**src/rtl/dbg_watch_pkg.sv**
```systemverilog
// Package: shared register map and condition codes of the fetch address watch unit.
// Assumes an 8-bit register bus address and exactly two compare registers.
package dbg_watch_pkg;
    localparam int REG_AW   = 8;
    localparam int NUM_CMP  = 2;

    localparam logic [REG_AW-1:0] ADR_CTRL0    = 8'h66;
    localparam logic [REG_AW-1:0] ADR_CTRL1    = 8'h67;
    localparam logic [REG_AW-1:0] ADR_CMP_BASE = 8'h68;

    localparam logic [2:0] SEL_CMP0    = 3'b001;
    localparam logic [2:0] SEL_CMP1    = 3'b010;
    localparam logic [2:0] SEL_EITHER  = 3'b011;
    localparam logic [2:0] SEL_OUTSIDE = 3'b101;

    localparam int CTRL0_EN_BIT    = 4;
    localparam int CTRL0_ONE_BIT   = 7;
    localparam int CTRL1_ACC_BIT   = 2;
    localparam int CTRL1_DBG_BIT   = 3;
    localparam int CTRL1_WHICH_BIT = 5;
endpackage

```
**src/rtl/dbg_ctrl_regs.sv**
```systemverilog
// Control register storage. The select field and the enable clear only on power-on
// reset. The access enable clears on either reset. Writes are ignored during any reset.
module dbg_ctrl_regs
    import dbg_watch_pkg::*;
(
    input  logic              clk,
    input  logic              por_n,
    input  logic              sys_rst_n,
    input  logic              wr_en,
    input  logic [REG_AW-1:0] wr_addr,
    input  logic [7:0]        wr_data,
    output logic [2:0]        sel_o,
    output logic              en_o,
    output logic              acc_en_o
);
    logic [2:0] sel_q;
    logic       en_q;
    logic       acc_q;
    logic       wr_ok;

    assign wr_ok = wr_en && por_n && sys_rst_n;

    // Retained condition select and enable: cleared only by power-on reset.
    always_ff @(posedge clk) begin
        if (!por_n) begin
            sel_q <= 3'b000;
            en_q  <= 1'b0;
        end else if (wr_ok && wr_addr == ADR_CTRL0) begin
            sel_q <= wr_data[2:0];
            en_q  <= wr_data[CTRL0_EN_BIT];
        end
    end

    // Compare register access enable: cleared by any reset.
    always_ff @(posedge clk) begin
        if (!por_n || !sys_rst_n) begin
            acc_q <= 1'b0;
        end else if (wr_ok && wr_addr == ADR_CTRL1) begin
            acc_q <= wr_data[CTRL1_ACC_BIT];
        end
    end

    assign sel_o    = sel_q;
    assign en_o     = en_q;
    assign acc_en_o = acc_q;

    // The retained fields must hold through a system reset.
    assert_retain_on_sys_reset_R6: assert property (@(posedge clk) disable iff (!por_n)
        !sys_rst_n |=> ($stable(sel_o) && $stable(en_o)));

    // The access enable must be low right after any reset cycle.
    assert_acc_cleared_R6: assert property (@(posedge clk)
        !sys_rst_n |=> !acc_en_o);
endmodule

```
**src/rtl/dbg_cmp_bank.sv**
```systemverilog
// Compare address storage: NUM_CMP registers of ADDR_W bits, each laid out as
// consecutive bytes from the base address, low byte first. Access is gated by acc_en_i.
// The bytes are not reset, so their value is undefined until written.
module dbg_cmp_bank
    import dbg_watch_pkg::*;
#(
    parameter int ADDR_W = 24
) (
    input  logic                          clk,
    input  logic                          por_n,
    input  logic                          sys_rst_n,
    input  logic                          acc_en_i,
    input  logic                          wr_en,
    input  logic [REG_AW-1:0]             addr_i,
    input  logic [7:0]                    wr_data,
    output logic [7:0]                    rd_data,
    output logic                          rd_hit,
    output logic [NUM_CMP-1:0][ADDR_W-1:0] cmp_o
);
    localparam int NBYTES = ADDR_W / 8;
    localparam int TOTAL  = NUM_CMP * NBYTES;

    logic [7:0] bytes_q [TOTAL];
    logic       wr_ok;

    assign wr_ok = wr_en && acc_en_i && por_n && sys_rst_n;

    for (genvar i = 0; i < TOTAL; i++) begin : g_byte
        localparam logic [REG_AW-1:0] MY_ADR = ADR_CMP_BASE + REG_AW'(i);
        // One byte lane of a compare register, written only while unlocked.
        always_ff @(posedge clk) begin
            if (wr_ok && addr_i == MY_ADR) begin
                bytes_q[i] <= wr_data;
            end
        end
    end

    for (genvar r = 0; r < NUM_CMP; r++) begin : g_reg
        for (genvar b = 0; b < NBYTES; b++) begin : g_lane
            assign cmp_o[r][b*8 +: 8] = bytes_q[r*NBYTES + b];
        end
    end

    // Byte read mux; locked reads return zero but still claim the address.
    always_comb begin
        rd_data = 8'h00;
        rd_hit  = 1'b0;
        for (int i = 0; i < TOTAL; i++) begin
            if (addr_i == ADR_CMP_BASE + REG_AW'(i)) begin
                rd_hit = 1'b1;
                if (acc_en_i) begin
                    rd_data = bytes_q[i];
                end
            end
        end
    end

    // A write with access disabled must not change any compare register.
    assert_locked_write_ignored_R4: assert property (@(posedge clk) disable iff (!por_n)
        (wr_en && !acc_en_i) |=> $stable(cmp_o));

    // A locked read of a compare byte returns zero.
    assert_locked_read_zero_R4: assert property (@(posedge clk) disable iff (!por_n)
        (rd_hit && !acc_en_i) |-> (rd_data == 8'h00));
endmodule

```
**src/rtl/dbg_match_eval.sv**
```systemverilog
// Condition evaluation: compares the fetch address with the compare registers under the
// selected mode, registers the detect pulse and keeps the either-mode status bit.
// Assumes the fetch address is valid whenever strobe_i is high.
module dbg_match_eval
    import dbg_watch_pkg::*;
#(
    parameter int ADDR_W = 24
) (
    input  logic              clk,
    input  logic              rst_n,
    input  logic              strobe_i,
    input  logic [ADDR_W-1:0] addr_i,
    input  logic [2:0]        sel_i,
    input  logic              en_i,
    input  logic [ADDR_W-1:0] cmp0_i,
    input  logic [ADDR_W-1:0] cmp1_i,
    output logic              detect_o,
    output logic              which_o
);
    logic hit0, hit1, outside, cond, fire, either_fire;
    logic detect_q, which_q;

    assign hit0    = (addr_i == cmp0_i);
    assign hit1    = (addr_i == cmp1_i);
    assign outside = (addr_i < cmp0_i) || (addr_i > cmp1_i);

    // Condition decode by select code; unused codes give no condition.
    always_comb begin
        case (sel_i)
            SEL_CMP0:    cond = hit0;
            SEL_CMP1:    cond = hit1;
            SEL_EITHER:  cond = hit0 || hit1;
            SEL_OUTSIDE: cond = outside;
            default:     cond = 1'b0;
        endcase
    end

    assign fire        = strobe_i && en_i && cond;
    assign either_fire = fire && (sel_i == SEL_EITHER);

    // Detect pulse register: high for one cycle after a qualifying fetch.
    always_ff @(posedge clk) begin
        if (!rst_n) detect_q <= 1'b0;
        else        detect_q <= fire;
    end

    // Either-mode status bit: register 0 wins when both match.
    always_ff @(posedge clk) begin
        if (!rst_n)           which_q <= 1'b0;
        else if (either_fire) which_q <= !hit0;
    end

    assign detect_o = detect_q;
    assign which_o  = which_q;

    // No pulse can follow a cycle without a fetch strobe.
    assert_pulse_needs_strobe_R3: assert property (@(posedge clk) disable iff (!rst_n)
        !strobe_i |=> !detect_o);

    // No pulse can follow a cycle with detection disabled.
    assert_no_detect_when_off_R2: assert property (@(posedge clk) disable iff (!rst_n)
        !en_i |=> !detect_o);

    // An either-mode hit on register 0 leaves the status bit at 0.
    assert_which_prefers_cmp0_R5: assert property (@(posedge clk) disable iff (!rst_n)
        (strobe_i && en_i && sel_i == SEL_EITHER && hit0) |=> (!which_o && detect_o));
endmodule

```
**src/rtl/dbg_addr_watch.sv**
```systemverilog
// Top of the fetch address watch unit: control registers, compare bank, condition
// evaluation and the combinational register read mux. Resets are synchronous, active low.
module dbg_addr_watch
    import dbg_watch_pkg::*;
#(
    parameter int ADDR_W = 24
) (
    input  logic              clk,
    input  logic              por_n,
    input  logic              sys_rst_n,
    input  logic [7:0]        reg_addr,
    input  logic              reg_we,
    input  logic [7:0]        reg_wdata,
    output logic [7:0]        reg_rdata,
    input  logic              dbg_attached,
    input  logic              fetch_strobe,
    input  logic [ADDR_W-1:0] fetch_addr,
    output logic              detect_pulse
);
    logic [2:0]                     sel;
    logic                           en;
    logic                           acc_en;
    logic [7:0]                     cmp_rdata;
    logic                           cmp_hit;
    logic [NUM_CMP-1:0][ADDR_W-1:0] cmp;
    logic                           which;
    logic                           eval_rst_n;

    assign eval_rst_n = por_n && sys_rst_n;

    dbg_ctrl_regs u_ctrl (
        .clk       (clk),
        .por_n     (por_n),
        .sys_rst_n (sys_rst_n),
        .wr_en     (reg_we),
        .wr_addr   (reg_addr),
        .wr_data   (reg_wdata),
        .sel_o     (sel),
        .en_o      (en),
        .acc_en_o  (acc_en)
    );

    dbg_cmp_bank #(.ADDR_W(ADDR_W)) u_cmp (
        .clk       (clk),
        .por_n     (por_n),
        .sys_rst_n (sys_rst_n),
        .acc_en_i  (acc_en),
        .wr_en     (reg_we),
        .addr_i    (reg_addr),
        .wr_data   (reg_wdata),
        .rd_data   (cmp_rdata),
        .rd_hit    (cmp_hit),
        .cmp_o     (cmp)
    );

    dbg_match_eval #(.ADDR_W(ADDR_W)) u_eval (
        .clk      (clk),
        .rst_n    (eval_rst_n),
        .strobe_i (fetch_strobe),
        .addr_i   (fetch_addr),
        .sel_i    (sel),
        .en_i     (en),
        .cmp0_i   (cmp[0]),
        .cmp1_i   (cmp[1]),
        .detect_o (detect_pulse),
        .which_o  (which)
    );

    // Register read mux with fixed reserved-bit values.
    always_comb begin
        reg_rdata = 8'h00;
        if (reg_addr == ADR_CTRL0) begin
            reg_rdata[2:0]           = sel;
            reg_rdata[CTRL0_EN_BIT]  = en;
            reg_rdata[CTRL0_ONE_BIT] = 1'b1;
        end else if (reg_addr == ADR_CTRL1) begin
            reg_rdata[CTRL1_ACC_BIT]   = acc_en;
            reg_rdata[CTRL1_DBG_BIT]   = dbg_attached;
            reg_rdata[CTRL1_WHICH_BIT] = which;
        end else if (cmp_hit) begin
            reg_rdata = cmp_rdata;
        end
    end
endmodule

```
**config.mk**
```make
export PLATFORM = sky130hd
export DESIGN_NAME = dbg_addr_watch
export DESIGN_NICKNAME = d
export VERILOG_FILES = /design/src/rtl/dbg_watch_pkg.sv /design/src/rtl/dbg_ctrl_regs.sv /design/src/rtl/dbg_cmp_bank.sv /design/src/rtl/dbg_match_eval.sv /design/src/rtl/dbg_addr_watch.sv
export SDC_FILE = /design/constraint.sdc
export NUM_CORES = 1
export LEC_CHECK = 0
export ABC_AREA = 1
export BUFFER_PORTS_ARGS = -buffer_cell sky130_fd_sc_hd__buf_2
export CORE_MARGIN = 4
export CORE_UTILIZATION = 53
export CTS_BUF_LIST = sky130_fd_sc_hd__clkbuf_8 sky130_fd_sc_hd__clkbuf_16
export DETAILED_ROUTE_END_ITERATION = 7
export PLACE_DENSITY = 0.77
export SLEW_MARGIN = 15
export SYNTH_ARGS = -nofsm -noshare
export SYNTH_HDL_FRONTEND = slang
export SYNTH_HIERARCHICAL = 1
export SYNTH_SLANG_ARGS = --single-unit
```
**constraint.sdc**
```tcl
create_clock -name clk -period 1.7 [get_ports clk]
set_input_delay 0 -clock clk [delete_from_list [all_inputs] [get_ports clk]]
set_output_delay 0 -clock clk [all_outputs]
set_load 0.03 [all_outputs]
```
==> results.sh, run 1 <==
export IMPL_yosys_area_top_type="edfxtp_1"
export IMPL_syn_area_sq_um=4110
export IMPL_die_area_sq_um=9230
export IMPL_ys_warnings_count=6
export IMPL_period_share=1.11
export IMPL_antenna_found_initial=0
export IMPL_fill_cells=529
export IMPL_cts_htree_levels=2
export IMPL_grtUsageTotal=0.247
export IMPL_crit_start="u_cmp/bytes_q[4][7]$_DFFE_PP_"
export IMPL_worstMarginPinSlew_ns=0.448
export IMPL_antenna_left=0
export IMPL_nets=721
export IMPL_setup_tns_ns=-0.632
export IMPL_yosysUniqueCellTypes=31
export IMPL_timing_rr_start="u_cmp/bytes_q[4][7]$_DFFE_PP_"
export IMPL_whs_ns=0.0288
export IMPL_wl_met3_mm=1.06
export IMPL_gp_congestion=0.911
export IMPL_die_y_um=96.1
export IMPL_synth_cells=514
export IMPL_drive_gt1_frac=0.318
export IMPL_routed_via_count=4033
export IMPL_synth_seq_area_share=0.385
export IMPL_cellPowerDensity_nw_per_um2=467
export IMPL_hold_start="reg_wdata[4]"
export IMPL_max_freq_mhz=531
export IMPL_fin_ws_ns=-0.182
export IMPL_rows=31
export IMPL_regArea_sq_um=1590
export IMPL_syn_area_per_cell_sq_um=8.00
export IMPL_wire_per_inst_um=16.7
export IMPL_grt_pass1_vias=3680
export IMPL_core_sq_um=7410
export IMPL_slowest_delay_ns=0.39
export IMPL_final_cell_mix="113 x nand2_1, 89 x inv_1, 48 x edfxtp_1, 46 x buf_2, 45 x nor2_1"
export IMPL_multiInputGateArea_sq_um=2390
export IMPL_synthAdderAreaFrac=0.146
export IMPL_max_vdd_ir_drop_mv=0.352
export IMPL_worstHoldPathType="in2reg"
export IMPL_yosys_area_share_simple=0.302
export IMPL_synthMuxAreaShare=0
export IMPL_place_ws_ns=-0.164
export IMPL_dr_pass1_iters=5
export IMPL_status="finished, violations left"
export IMPL_ys_ff_latch=55
export IMPL_setup_viol=7
export IMPL_failed_checks="negative setup slack"
export IMPL_drc=0
export IMPL_final_common_cell="nand2_1"
export IMPL_cp_start_kind="register"
export IMPL_clk_pin_slew_worst_paths_ns=0.10
export IMPL_cp_arrival_ns=2.14
export IMPL_synth_top_family_by_area="simple AND/OR/NAND/NOR gates"
export IMPL_cp_end_kind="register"
export IMPL_totalWireLength_mm=12.1
export IMPL_clkSinkCount=55
export IMPL_netlist_area_leader_share=0.351
export IMPL_critPathRequiredTime_ns=1.96
export IMPL_synth_compound_area_share=0.0694
export IMPL_synth_nets=608
export IMPL_synthTopCellsByArea="edfxtp_1 35%, ha_1 15%, nand2_1 11%"
export IMPL_wl_met2_mm=5.86
export IMPL_cts_tree="yes"
export IMPL_hpwl_mm=8.38
export IMPL_grt_pass1_wl_mm=17.4
export IMPL_critical_path_class="reg2reg"
export IMPL_maxSlewViolCount=0
export IMPL_crit_path_frequent_cell="nand2_1"
export IMPL_hold_viol_final=0
export IMPL_slowest_stage="edfxtp_1"
export IMPL_cts_path_max_buffers=2
export IMPL_portBuffers=54
export IMPL_antenna_cells=0
export IMPL_grt_setup_unrepaired="true"
export IMPL_crit_chain="inv_2 -> ha_4 -> nand2_4 -> nor2_4 -> nand4_1 -> nor2_2 -> nand2_1 -> nand3_1 -> nand2_1 -> nand2_1 -> nand2_1 -> nand2_2 -> nand3_2 -> nand2_1 -> inv_1 -> nor2_1"
export IMPL_grt_max_degree=20
export IMPL_syn2layout_area_growth_pct=31.7
export IMPL_ctsRootBufferMaster="clkbuf_8"
export IMPL_slew_headroom=0.701
export IMPL_fin_crit_ns=1.88
export IMPL_p_leak_nw=2.59
export IMPL_grt_overflow=0
export IMPL_via_per_inst=5.55
export IMPL_drt_iter0_drc=406
export IMPL_chipWidth_um=96.1
export IMPL_ioPinCount=55
export IMPL_start_util=0.555
export IMPL_maxCapViolations=0
export IMPL_worst_skew_pair_late_latency_ns=0.31
export IMPL_synth_xor_area_frac=0
export IMPL_cts_buffers=5
export IMPL_critPathMaxFanout=3
export IMPL_clock_skew_final_ns=0.00727
export IMPL_top_layer="met4"
export IMPL_drt_met1_wl_mm=4.76
## through the flow
step	power [mW]	utilization	cell area, sq um	instances
after floorplan	1.66	-	4120	514
after global placement	1.78	0.638	4730	693
after detailed placement	1.79	0.638	4730	693
after CTS	2.52	0.683	5060	714
after global routing	2.65	0.730	5410	727
final	2.53	0.730	5410	727
## what timing repair did
item	CTS	global route
resized for setup	26	46
setup buffers	6	13
cloned	1	3
pin swaps	24	39
hold endpoints to repair	40	4
setup endpoints to repair	10	16
hold buffers	7	1
## synth_stat cells (all sizes together)
master    n
a21o      2
a21oi    26
and3      1
buf       3
clkbuf    1
clkinv    1
dfxtp     7
edfxtp   48
ha       48
inv     100
nand2   138
nand3    36
nand4    14
nor2     63
nor3      5
o21a      2
o21ai    11
o21bai    1
o22ai     7
## registers in the layout, summed over array words and instances (netlist names)
name and cells:
u_cmp/bytes_q 48, u_eval/detect_o 1, u_ctrl/acc_en_o 1, u_ctrl/sel_o 3, u_ctrl/en_o 1, u_eval/which_o 1
## worst max-delay path, delay by kind of cell, from the launching register on
| family | cells | cell delay [ns] |
|---|---|---|
| DFF | 1 | 0.39 |
| buffers and inverters | 2 | 0.11 |
| adders and majority gates | 1 | 0.28 |
| and+or+nand+nor | 13 | 1.06 |
## report_power, final
group	switching, mW	internal (mW)
Combinational	0.209	0.145
Sequential	0.0000954	1.46
Clock	0.427	0.284
Total	0.636	1.89
## logic make-up after synthesis
group                      count (synthesis)
AOI/OAI and AO/OA                         49
adders and majority gates                 48
buffers and inverters                    105
DFF                                       55
and+or+nand+nor                          257
## cell type report
cell class	count	share of cell area
Clock buffer	5	0.0127
Multi-Input combinational cell	354	0.443
Timing Repair Buffer	110	0.156
Inverter	101	0.0703
Clock inverter	3	0.00301
Sequential cell	55	0.293
Tap cell	99	0.0229
## final timing paths
| check | end | slack [ns] | depth (start not counted) |
|---|---|---|---|
| setup / recovery | u_eval/which_o$_SDFFE_PN0P_ | -0.18 | 16 |
| hold / removal | u_cmp/bytes_q[0][4]$_DFFE_PP_ | 0.03 | 1 |
| setup reg to reg | u_eval/which_o$_SDFFE_PN0P_ | -0.18 | 16 |
| hold reg to reg | u_ctrl/sel_o[2]$_SDFFE_PN0P_ | 0.53 | 2 |
## routing by layer
metal | GRT usage | vias up
li1 | - | 1897
met1 | 0.331 | 1855
met2 | 0.413 | 235
met3 | 0.0360 | 46
met4 | 0.0735 | 0
met5 | 0 | -
Power figures use the tool's default switching activity.
==> run 2: changes to the inputs <==
CORE_UTILIZATION = 60   (was 53)
PLACE_DENSITY = 0.83   (was 0.77)
clock period = 2.33 ns   (was 1.7 ns; I/O delays follow)
==> results.sh, run 2 (synthesis results as in run 1) <==
export IMPL_status="finished clean"
export IMPL_wire_per_inst_um=15.2
export IMPL_routed_via_count=3685
export IMPL_final_common_cell="nand2_1"
export IMPL_placed_cells=644
export IMPL_fin_ws_ns=0.183
export IMPL_whs_ns=0.0328
export IMPL_worstHoldPathType="in2reg"
export IMPL_clkSinkCount=55
export IMPL_drive_gt1_frac=0.192
export IMPL_hpwl_mm=8.02
export IMPL_start_util=0.633
export IMPL_antenna_left=0
export IMPL_hold_buffers=8
export IMPL_core_sq_um=6490
export IMPL_cts_buffers=5
export IMPL_critPathRequiredTime_ns=2.33
export IMPL_nets=676
export IMPL_max_freq_mhz=466
export IMPL_clk_pin_slew_worst_paths_ns=0.10
export IMPL_fin_crit_ns=2.15
export IMPL_cp_start_kind="register"
export IMPL_rrSetupSlack_ns=0.36
export IMPL_grt_setup_unrepaired="false"
export IMPL_cp_arrival_ns=2.15
export IMPL_cts_path_max_buffers=2
export IMPL_top_register="u_cmp/bytes_q"
export IMPL_slew_headroom=0.488
export IMPL_rows=29
export IMPL_max_vdd_ir_drop_mv=0.373
export IMPL_maxCapViolations=0
export IMPL_antenna_cells=0
export IMPL_hold_viol_final=0
export IMPL_grt_overflow=0
export IMPL_totalWireLength_mm=10.1
export IMPL_clock_skew_final_ns=0.00920
export IMPL_portBuffers=54
export IMPL_die_area_sq_um=8240
export IMPL_ff2ff_path_depth=13
export IMPL_cp_end_kind="primary output"
export IMPL_critical_path_class="reg2out"
export IMPL_finalPower_mw=1.84
export IMPL_hold_start="sys_rst_n"
export IMPL_ctsRootBufferMaster="clkbuf_8"
export IMPL_setup_tns_ns=0
export IMPL_min_to="u_ctrl/acc_en_o$_SDFFE_PP0P_"
export IMPL_cts_setup_buffers=0
export IMPL_antenna_found_initial=0
export IMPL_die_y_um=90.8
export IMPL_via_per_inst=5.58
export IMPL_gp_congestion=0.899
export IMPL_cts_htree_levels=2
export IMPL_final_cell_mix="125 x nand2_1, 94 x inv_1, 54 x buf_2, 50 x nor2_1"
export IMPL_cts_tree="yes"
export IMPL_hold_depth=5
export IMPL_setup_viol=0
export IMPL_final_cells=660
export IMPL_utilization=0.716
export IMPL_grt_pass1_vias=3448
export IMPL_drc=0
export IMPL_worstReg2RegEnd="u_eval/which_o$_SDFFE_PN0P_"
export IMPL_critPathMaxFanout=25
export IMPL_worst_skew_pair_late_latency_ns=0.31
export IMPL_final_area_sq_um=4650
export IMPL_timing_rr_start="u_cmp/bytes_q[4][7]$_DFFE_PP_"
export IMPL_ioPinCount=55
export IMPL_cts_resized=0
export IMPL_dr_pass1_iters=6
export IMPL_cellPowerDensity_nw_per_um2=396
export IMPL_syn2layout_area_growth_pct=13.2
export IMPL_period_share=0.921
export IMPL_largest_reg_flops=48
export IMPL_grt_max_degree=26
export IMPL_worstMarginPinSlew_ns=0.765
export IMPL_grt_pass1_wl_mm=16.4
export IMPL_grtUsageTotal=0.250
export IMPL_p_leak_nw=2.30
export IMPL_maxSlewViolCount=0
export IMPL_drt_iter0_drc=405
export IMPL_place_ws_ns=0.456
export IMPL_chipWidth_um=90.8
export IMPL_placed_area_sq_um=4480
[run 2: worst max-delay path by stage]
| stage | from | end | slack (ns) | cells after the start |
|---|---|---|---|---|
| final | u_ctrl/acc_en_o$_SDFFE_PP0P_ | reg_rdata[5] | 0.18 | 10 |
| after global routing | u_ctrl/acc_en_o$_SDFFE_PP0P_ | reg_rdata[5] | 0.08 | 11 |
| after CTS | u_ctrl/acc_en_o$_SDFFE_PP0P_ | reg_rdata[5] | 0.21 | 10 |
| after detailed placement | u_cmp/bytes_q[4][7]$_DFFE_PP_ | u_eval/which_o$_SDFFE_PN0P_ | 0.46 | 13 |
| after global placement | u_cmp/bytes_q[4][7]$_DFFE_PP_ | u_eval/which_o$_SDFFE_PN0P_ | 0.55 | 16 |
| after floorplan | u_ctrl/acc_en_o$_SDFFE_PP0P_ | u_cmp/bytes_q[3][0]$_DFFE_PP_ | 0.53 | 3 |
[run 2: where the power goes]
group	leakage [nW]	switching (mW)	total [mW]	internal (mW)
Combinational	1.77	0.136	0.228	0.0921
Sequential	0.488	0.0000580	1.07	1.07
Clock	0.0408	0.329	0.545	0.216
Total	2.30	0.466	1.84	1.38
[run 2: routing by layer]
metal	share of wire	track usage	vias to the layer above
met5	0	0	-
met4	0.011	0.0510	0
met3	0.095	0.0475	15
met2	0.47	0.403	196
met1	0.43	0.350	1666
li1	-	-	1808
[run 2: worst max-delay path: stages (launching register included)]
cell,delay [ns]
dfxtp_1,0.38
buf_4,0.30
inv_1,0.14
nor2_4,0.27
nand2_1,0.10
nand4_1,0.15
nand2_1,0.07
inv_1,0.08
nor2_1,0.05
nor2_1,0.09
buf_2,0.20
[run 2: final cells by class]
cell class | instances | area [sq um]
clock buffers | 5 | 68.8
clock inverters | 3 | 23.8
fillers | 489 | 1840
inverters | 101 | 380
multi-input cells | 354 | 2130
flip-flops and latches | 55 | 1580
well taps | 77 | 96.3
repair buffers | 65 | 373
==> run 3: changes to the inputs <==
CORE_UTILIZATION = 63   (was 60)
PLACE_DENSITY = 0.86   (was 0.83)
==> results.sh, run 3 (synthesis results as in run 1) <==
export IMPL_status="finished, violations left"
export IMPL_p_leak_nw=2.31
export IMPL_slew_headroom=0.486
export IMPL_ioPinCount=55
export IMPL_routed_via_count=3656
export IMPL_drc=0
export IMPL_clk_pin_slew_worst_paths_ns=0.09
export IMPL_antenna_found_initial=0
export IMPL_fill_cells=487
export IMPL_setup_viol=0
export IMPL_grtUsageTotal=0.260
export IMPL_worstHoldPathType="in2reg"
export IMPL_hold_viol_final=6
export IMPL_largest_reg_flops=48
export IMPL_hpwl_mm=7.89
export IMPL_cellPowerDensity_nw_per_um2=408
export IMPL_cp_arrival_ns=2.04
export IMPL_critical_path_class="reg2out"
export IMPL_grt_max_degree=38
export IMPL_cp_num_cells=10
export IMPL_grt_overflow=0
export IMPL_cp_start_kind="register"
export IMPL_fin_ws_ns=0.285
export IMPL_cp_end_kind="primary output"
export IMPL_rrSetupSlack_ns=0.37
export IMPL_totalWireLength_mm=10.0
export IMPL_rows=29
export IMPL_min_to="u_cmp/bytes_q[4][2]$_DFFE_PP_"
export IMPL_via_per_inst=5.56
export IMPL_crit_start="u_ctrl/acc_en_o$_SDFFE_PP0P_"
export IMPL_core_sq_um=6350
export IMPL_cts_buffers=5
export IMPL_final_area_sq_um=4650
export IMPL_path_buf_inv=3
export IMPL_nets=675
export IMPL_slowest_stage="dfxtp_1"
export IMPL_cts_htree_levels=2
export IMPL_drt_iter0_drc=450
export IMPL_maxSlewViolCount=0
export IMPL_final_cell_mix="125 x nand2_1, 95 x inv_1, 54 x buf_2, 50 x nor2_1"
export IMPL_clkSinkCount=55
export IMPL_top_register="u_cmp/bytes_q"
export IMPL_hold_start="reg_wdata[2]"
export IMPL_setup_tns_ns=0
export IMPL_cts_path_max_buffers=2
export IMPL_clock_skew_final_ns=0.00899
export IMPL_hold_depth=1
export IMPL_crit_chain="buf_4 -> nand2_1 -> o22ai_1 -> nor2_1 -> nand4_1 -> nand2_1 -> inv_1 -> nor2_1 -> nor2_2 -> buf_2"
export IMPL_period_share=0.878
export IMPL_chipWidth_um=88.8
export IMPL_ctsRootBufferMaster="clkbuf_8"
export IMPL_critPathTopFamily="buffers and inverters"
export IMPL_cts_resized=0
export IMPL_critPathMaxFanout=37
export IMPL_dr_pass1_iters=5
export IMPL_maxCapViolations=0
export IMPL_cts_tree="yes"
export IMPL_worstReg2RegEnd="u_eval/which_o$_SDFFE_PN0P_"
export IMPL_drive_gt1_frac=0.191
export IMPL_antenna_left=0
export IMPL_syn2layout_area_growth_pct=13.1
export IMPL_worstMarginPinSlew_ns=0.768
export IMPL_timing_rr_start="u_cmp/bytes_q[5][7]$_DFFE_PP_"
export IMPL_max_vdd_ir_drop_mv=0.424
export IMPL_ff2ff_path_depth=16
export IMPL_grt_setup_unrepaired="false"
export IMPL_failed_checks="negative hold slack"
export IMPL_final_common_cell="nand2_1"
export IMPL_max_freq_mhz=489
export IMPL_die_y_um=88.8
export IMPL_die_area_sq_um=7880
export IMPL_critPathRequiredTime_ns=2.33
export IMPL_gp_congestion=0.913
export IMPL_grt_pass1_vias=3305
export IMPL_fin_crit_ns=2.04
export IMPL_wire_per_inst_um=15.2
export IMPL_slowest_delay_ns=0.41
export IMPL_worst_skew_pair_late_latency_ns=0.31
export IMPL_start_util=0.647
export IMPL_whs_ns=-0.0101
export IMPL_grt_pass1_wl_mm=15.5
export IMPL_place_ws_ns=0.414
export IMPL_antenna_cells=0
export IMPL_placed_area_sq_um=4490
export IMPL_portBuffers=54
-- run 3: changes by cell type in the layout (fill, tap and decap cells not counted) --
cell           before  now
buf_4               3    4
bufinv_16           0    1
clkinvlp_4          2    0
dlygate4sd3_1       8    6
inv_1              94   95
inv_6               1    0
-- run 3: worst max path at each step --
stage	to	slack (ns)
finish	reg_rdata[3]	0.29
global route	reg_rdata[5]	0.11
detailed placement	u_eval/which_o$_SDFFE_PN0P_	0.41
CTS	reg_rdata[5]	0.33
floorplan	u_cmp/bytes_q[3][0]$_DFFE_PP_	0.53
global placement	u_eval/which_o$_SDFFE_PN0P_	0.55
-- run 3: cell type report --
type | count | area (sq um) | area share
Clock buffer | 5 | 68.8 | 0.0148
Tap cell | 77 | 96.3 | 0.0207
Multi-Input combinational cell | 354 | 2130 | 0.458
Inverter | 101 | 380 | 0.0818
Timing Repair Buffer | 64 | 360 | 0.0775
Clock inverter | 2 | 33.8 | 0.00727
Sequential cell | 55 | 1580 | 0.340
-- run 3: metal layers --
metal	vias up	global-route usage	wire length, um
met2	187	0.425	4690
met3	15	0.0419	959
met4	0	0.0481	144
met5	-	0	0
li1	1804	-	-
met1	1650	0.368	4240
-- run 3: stage by stage --
step	std cells	power (mW)	utilization
floorplan	514	1.21	-
global placement	645	1.30	0.706
detailed placement	645	1.31	0.706
CTS	658	1.91	0.732
global route	658	1.98	0.732
finish	658	1.89	0.732
-- run 3: timing repair --
item,in CTS,in global routing
setup endpoints to repair,0,0
hold buffers,6,0
hold endpoints to repair,34,0
setup buffers,0,0
-- run 3: power by group --
part	internal (mW)	leakage [nW]	switching, mW
logic	0.0900	1.77	0.137
clock network	0.311	0.0554	0.290
registers	1.07	0.488	0.0000606
total	1.47	2.31	0.427
